<file path="src/rtl/uart_irq_pkg.sv">
package uart_irq_pkg;
  localparam int unsigned IER_W = 4;
  localparam int unsigned ID_W  = 4;

  localparam int unsigned EN_RX    = 0;
  localparam int unsigned EN_THRE  = 1;
  localparam int unsigned EN_LINE  = 2;
  localparam int unsigned EN_MODEM = 3;

  typedef enum logic [2:0] {
    CODE_MODEM  = 3'b000,
    CODE_THRE   = 3'b001,
    CODE_RXDATA = 3'b010,
    CODE_LINE   = 3'b011,
    CODE_TMO    = 3'b110
  } irq_code_e;

  localparam logic [ID_W-1:0] ID_NONE = 4'b0001;
endpackage

</file>
<file path="src/rtl/uart_irq_flag.sv">
module uart_irq_flag (
  input  logic clk,
  input  logic rst_n,
  input  logic set_i,
  input  logic clr_i,
  output logic pend_o
);
  always_ff @(posedge clk or negedge rst_n) begin
    if (!rst_n)     pend_o <= 1'b0;
    else if (set_i) pend_o <= 1'b1;
    else if (clr_i) pend_o <= 1'b0;
  end

  assert_set_wins_R12: assert property (@(posedge clk) disable iff (!rst_n)
    set_i |=> pend_o);
  assert_flag_clear_R4_R7_R8: assert property (@(posedge clk) disable iff (!rst_n)
    (clr_i && !set_i) |=> !pend_o);
endmodule

</file>
<file path="src/rtl/uart_irq_tmo.sv">
module uart_irq_tmo #(
  parameter int unsigned TMO_CHARS = 4
) (
  input  logic clk,
  input  logic rst_n,
  input  logic fifo_mode,
  input  logic fifo_push,
  input  logic fifo_pop,
  input  logic fifo_nonempty,
  input  logic rd_rbr,
  input  logic char_tick,
  output logic tmo_hit
);
  localparam int unsigned CNT_W = $clog2(TMO_CHARS + 1);
  localparam logic [CNT_W-1:0] LIMIT = CNT_W'(TMO_CHARS);

  logic [CNT_W-1:0] cnt;
  logic restart;

  assign restart = fifo_push | fifo_pop | rd_rbr | !fifo_nonempty;

  always_ff @(posedge clk or negedge rst_n) begin
    if (!rst_n)                        cnt <= '0;
    else if (restart)                  cnt <= '0;
    else if (char_tick && cnt != LIMIT) cnt <= cnt + 1'b1;
  end

  assign tmo_hit = fifo_mode && (cnt == LIMIT);

  assert_tmo_restart_R6: assert property (@(posedge clk) disable iff (!rst_n)
    restart |=> !tmo_hit);
  assert_tmo_mode_R6: assert property (@(posedge clk) disable iff (!rst_n)
    !fifo_mode |-> !tmo_hit);
endmodule

</file>
<file path="src/rtl/uart_irq_prio.sv">
module uart_irq_prio
  import uart_irq_pkg::*;
(
  input  logic             line_p,
  input  logic             rx_p,
  input  logic             tmo_p,
  input  logic             thre_p,
  input  logic             modem_p,
  input  logic [IER_W-1:0] ier,
  output logic [ID_W-1:0]  iir_id
);
  always_comb begin
    iir_id = ID_NONE;
    if (line_p && ier[EN_LINE])        iir_id = {CODE_LINE,   1'b0};
    else if (rx_p && ier[EN_RX])       iir_id = {CODE_RXDATA, 1'b0};
    else if (tmo_p && ier[EN_RX])      iir_id = {CODE_TMO,    1'b0};
    else if (thre_p && ier[EN_THRE])   iir_id = {CODE_THRE,   1'b0};
    else if (modem_p && ier[EN_MODEM]) iir_id = {CODE_MODEM,  1'b0};
  end
endmodule

</file>
<file path="src/rtl/uart_irq_ident.sv">
module uart_irq_ident
  import uart_irq_pkg::*;
#(
  parameter int unsigned TMO_CHARS = 4
) (
  input  logic             clk,
  input  logic             rst_n,
  input  logic [IER_W-1:0] ier,
  input  logic             fifo_mode,
  input  logic             ev_line_err,
  input  logic             rx_avail,
  input  logic             ev_thr_empty,
  input  logic             ev_modem,
  input  logic             fifo_push,
  input  logic             fifo_pop,
  input  logic             fifo_nonempty,
  input  logic             char_tick,
  input  logic             rd_lsr,
  input  logic             rd_rbr,
  input  logic             rd_iir,
  input  logic             rd_msr,
  input  logic             wr_thr,
  output logic             irq,
  output logic [ID_W-1:0]  iir_id,
  output logic [ID_W-1:0]  iir_q
);
  localparam int unsigned NFLAG = 3;

  logic [NFLAG-1:0] f_set, f_clr, f_pend;
  logic line_p, thre_p, modem_p, tmo_p, thre_shown;

  assign thre_shown = (iir_id == {CODE_THRE, 1'b0});

  assign f_set = {ev_modem, ev_thr_empty, ev_line_err};
  assign f_clr = {rd_msr, wr_thr | (rd_iir & thre_shown), rd_lsr};

  for (genvar g = 0; g < NFLAG; g++) begin : g_flag
    uart_irq_flag u_flag (
      .clk    (clk),
      .rst_n  (rst_n),
      .set_i  (f_set[g]),
      .clr_i  (f_clr[g]),
      .pend_o (f_pend[g])
    );
  end

  assign line_p  = f_pend[0];
  assign thre_p  = f_pend[1];
  assign modem_p = f_pend[2];

  uart_irq_tmo #(.TMO_CHARS(TMO_CHARS)) u_tmo (
    .clk           (clk),
    .rst_n         (rst_n),
    .fifo_mode     (fifo_mode),
    .fifo_push     (fifo_push),
    .fifo_pop      (fifo_pop),
    .fifo_nonempty (fifo_nonempty),
    .rd_rbr        (rd_rbr),
    .char_tick     (char_tick),
    .tmo_hit       (tmo_p)
  );

  uart_irq_prio u_prio (
    .line_p  (line_p),
    .rx_p    (rx_avail),
    .tmo_p   (tmo_p),
    .thre_p  (thre_p),
    .modem_p (modem_p),
    .ier     (ier),
    .iir_id  (iir_id)
  );

  assign irq = !iir_id[0];

  always_ff @(posedge clk or negedge rst_n) begin
    if (!rst_n)      iir_q <= ID_NONE;
    else if (rd_iir) iir_q <= iir_id;
  end

  assert_iir_capture_R11: assert property (@(posedge clk) disable iff (!rst_n)
    rd_iir |=> iir_q == $past(iir_id));
  assert_thre_read_clear_R7: assert property (@(posedge clk) disable iff (!rst_n)
    (rd_iir && thre_shown && !ev_thr_empty && !wr_thr) |=> !thre_p);
  assert_line_first_R2: assert property (@(posedge clk) disable iff (!rst_n)
    (line_p && ier[EN_LINE]) |-> iir_id == {CODE_LINE, 1'b0});
  assert_line_masked_R9: assert property (@(posedge clk) disable iff (!rst_n)
    !ier[EN_LINE] |-> iir_id != {CODE_LINE, 1'b0});
endmodule

</file>
<file path="config.mk">
export PLATFORM = sky130hd
export DESIGN_NAME = uart_irq_ident
export DESIGN_NICKNAME = d
export VERILOG_FILES = /design/src/rtl/uart_irq_pkg.sv /design/src/rtl/uart_irq_flag.sv /design/src/rtl/uart_irq_tmo.sv /design/src/rtl/uart_irq_prio.sv /design/src/rtl/uart_irq_ident.sv
export SDC_FILE = /design/constraint.sdc
export NUM_CORES = 1
export LEC_CHECK = 0
export BUFFER_PORTS_ARGS = -buffer_cell sky130_fd_sc_hd__buf_2
export CAP_MARGIN = 20
export CORE_AREA = 8 8 45 47
export CTS_CLUSTER_SIZE = 14
export DETAILED_ROUTE_END_ITERATION = 12
export DIE_AREA = 0 0 53 55
export PLACE_DENSITY_LB_ADDON = 0.2
export SLEW_MARGIN = 20
export SYNTH_ARGS = -nofsm -noshare
export SYNTH_HDL_FRONTEND = slang
export SYNTH_HIERARCHICAL = 1
export SYNTH_SLANG_ARGS = --single-unit
</file>
<file path="constraint.sdc">
create_clock -name clk -period 1.82 [get_ports clk]
set_input_delay 0.273 -clock clk [delete_from_list [all_inputs] [get_ports clk]]
set_output_delay 0.273 -clock clk [all_outputs]
set_load 0.05 [all_outputs]
</file>
==> impl_metrics.yaml <==
hold_path:
  min-delay-path-class: "in2reg"
  hold_path_depth: 2
  hold_path_end: "g_flag[2].u_flag/pend_o"
  hold_path.startpoint: "ev_modem"
timing:
  slew_headroom_pct: 71.6
  hold_viol: 0
  finalWorstSetupSlack_ps: -60.7
  skew_ps: 4.14
  fin_crit_ps: 1880
  fin_tns_setup_ps: -133
  rsz0062_at_grt: "yes"
  fmax_mhz: 532
  tightest_slew_ps: 422
  min_period_over_period_pct: 103
  setup_viol_count_final: 4
  slew_violations: 0
routing:
  wl_per_cell_um: 13.5
  num_vias: 479
  drc: 0
  vias_per_cell: 4.84
  ant_nets: 0
  routed_wl_um: 1340
  firstDrtPassIters: 2
  first_iter_violations: 1
die:
  ios: 29
  row_count: 14
  die_y_um: 55
  initial_core_util_pct: 37.5
  die-area_mm2: 0.00292
  fp.coreArea_mm2: 0.00138
  die_w_um: 53
synth:
  syn_inst: 46
  yosys-top-cells-area: "dfrtp_1 (43%), mux2_2 (6.5%), inv_1 (5.8%)"
  synth_warnings: 6
  synth.distinct_cells: 22
  synth_area_leader_cell: "dfrtp_1"
  synth.net_count: 68
  syn_area_per_cell_um2: 11.3
  yosys.area.top_type_share_pct: 43.4
  ys_seq_area_share_pct: 48.4
  syn-cell-area_um2: 519
  ys_seq_elements: 10
setup_path:
  setup.worst_path.class: "reg2out"
  path_buf_inv: 2
  worst_setup_path_end_kind: "output pin"
  r2r-start: "u_tmo/cnt[1]"
  reg2reg_setup_slack_ps: 10
  cp.required_ps: 1550
  crit_path_max_fanout: 3
  crit_chain: "inv_1 -> ha_2 -> and3_4 -> o21ai_4 -> a32o_2 -> buf_6"
  critical_path_arrival_ps: 1610
  cp_top_family: "flip-flops"
  start_kind: "flip-flop"
  startpoint: "u_tmo/cnt[1]"
  r2r-end: "g_flag[1].u_flag/pend_o"
  r2r_cells: 9
  cp_slowest_cell: "dfrtp_1"
  slowest_delay_ps: 390
cells_and_area:
  area_delta_synth_final_pct: 55.4
  final_cell_mix: "buf_2 (23), dfrtp_1 (9), inv_1 (7), buf_4 (5), buf_6 (4)"
  final_util_pct: 58.3
  nNetsFinal: 106
  stdcell_count: 99
  antenna_cells: 0
  drive_gt1_share_pct: 61.4
  final_common_cell: "buf_2"
placement:
  numPortBuffers: 28
  gp_congestion: 0.803
  dp.cells: 90
  dp_hpwl_um: 1070
  dp_slack_ps: 42.9
cts:
  clock_sinks: 10
  clock-root-buffer: "clkbuf_4"
  clk_latency_ps: 270
  clkTransAtPathRegs_ps: 70
  cts_buffer_depth: 2
  cts_buffers: 3
  cts_tree: "yes"
  h-tree-depth: 1
global_route:
  grt_pass1_wl_um: 2220
  grt_pass1_vias: 518
  antenna_found_initial: 0
  grtUsageTotal_pct: 10.6
  grt-ovfl-total: 0
  grt_max_degree: 11
job:
  maxCapViolCount: 0
pwr:
  power.total_mw: 0.616
  leakage_nw: 0.434
  power.density_mw_per_mm2: 763
  vdd_drop_max_uv: 385
status:
  violations: "negative setup slack"
  status: "complete, but fails checks"
## cells by family (layout without fill, tap and decap cells)
family / after synthesis / after routing / synth area share [%]
AO/OA/AOI/OAI: 10 / 10 / 15.9
XOR/XNOR: 1 / 1 / 1.69
adder cells (fa/ha/maj): 2 / 2 / 4.82
buffers and inverters: 8 / 45 / 5.78
flip-flops: 10 / 10 / 48.4
multiplexers: 4 / 4 / 8.43
AND/OR/NAND/NOR: 11 / 11 / 14.9
## sequential cells by signal (all words and copies together) (netlist names)
| name | flops |
|---|---|
| iir_q | 4 |
| g_flag.u_flag/pend_o | 3 |
| u_tmo/cnt | 3 |
## what timing repair did
action                                  in CTS  in global routing
resized for setup                            9                  4
endpoints found under the setup margin       5                  6
buffers inserted                             4                  0
hold buffers                                 1                  0
pin swaps                                    1                  1
endpoints found under the hold margin        9                  0
## stage by stage
step	hold WS, ps	instance area [um2]
2_1_floorplan	-22.6	532
3_3_place_gp	147	692
3_5_place_dp	150	692
4_1_cts	167	801
5_1_grt	170	807
6_report	172	807
## cells in the mapped netlist
master and count:
ha_1 2, xnor2_1 1, o41ai_2 1, o21ai_2 1, a21o_1 3, dfstp_2 1
dfrtp_1 9, o21ai_0 1, a22oi_1 1, or4b_4 1, mux2i_1 1, nand2_1 2
a21boi_0 1, nor3_2 1, mux2_2 3, and4b_1 2, a32o_1 1, and3_1 2
nor2_1 2, inv_1 8, nand2_2 1, a21oi_1 1
## power breakdown
group | leakage [nW] | total, mW | switching [mW] | internal (mW)
Combinational | 0.290 | 0.165 | 0.101 | 0.0640
Clock | 0.0210 | 0.206 | 0.0842 | 0.122
Sequential | 0.123 | 0.244 | 0.00693 | 0.237
## per-layer routing
metal,up-vias,share of wire (%),GRT usage [%],routed length [um]
met5,-,0,0,0
met4,0,2.4,7.76,32
met3,3,11,4.81,151
met2,19,49,18.6,659
met1,221,37,9.60,493
li1,236,-,-,-
## worst max path at each step
stage	to	slack [ps]	cells after the start
global route	iir_id[1]	-120	6
floorplan	g_flag[1].u_flag/pend_o	-70	9
detailed placement	g_flag[1].u_flag/pend_o	40	8
global placement	g_flag[1].u_flag/pend_o	90	8
CTS	iir_id[0]	-50	6
finish	iir_id[1]	-60	6
## layout make-up
class                      instances  area [um2]
multi-input combinational         28         262
sequential                        10         251
fill                             129         577
timing repair buffer              33         208
tap                               16        20.0
inverter                           8        30.0
clock buffer                       4        36.3
Note: power is estimated with default switching activity, not from simulation.
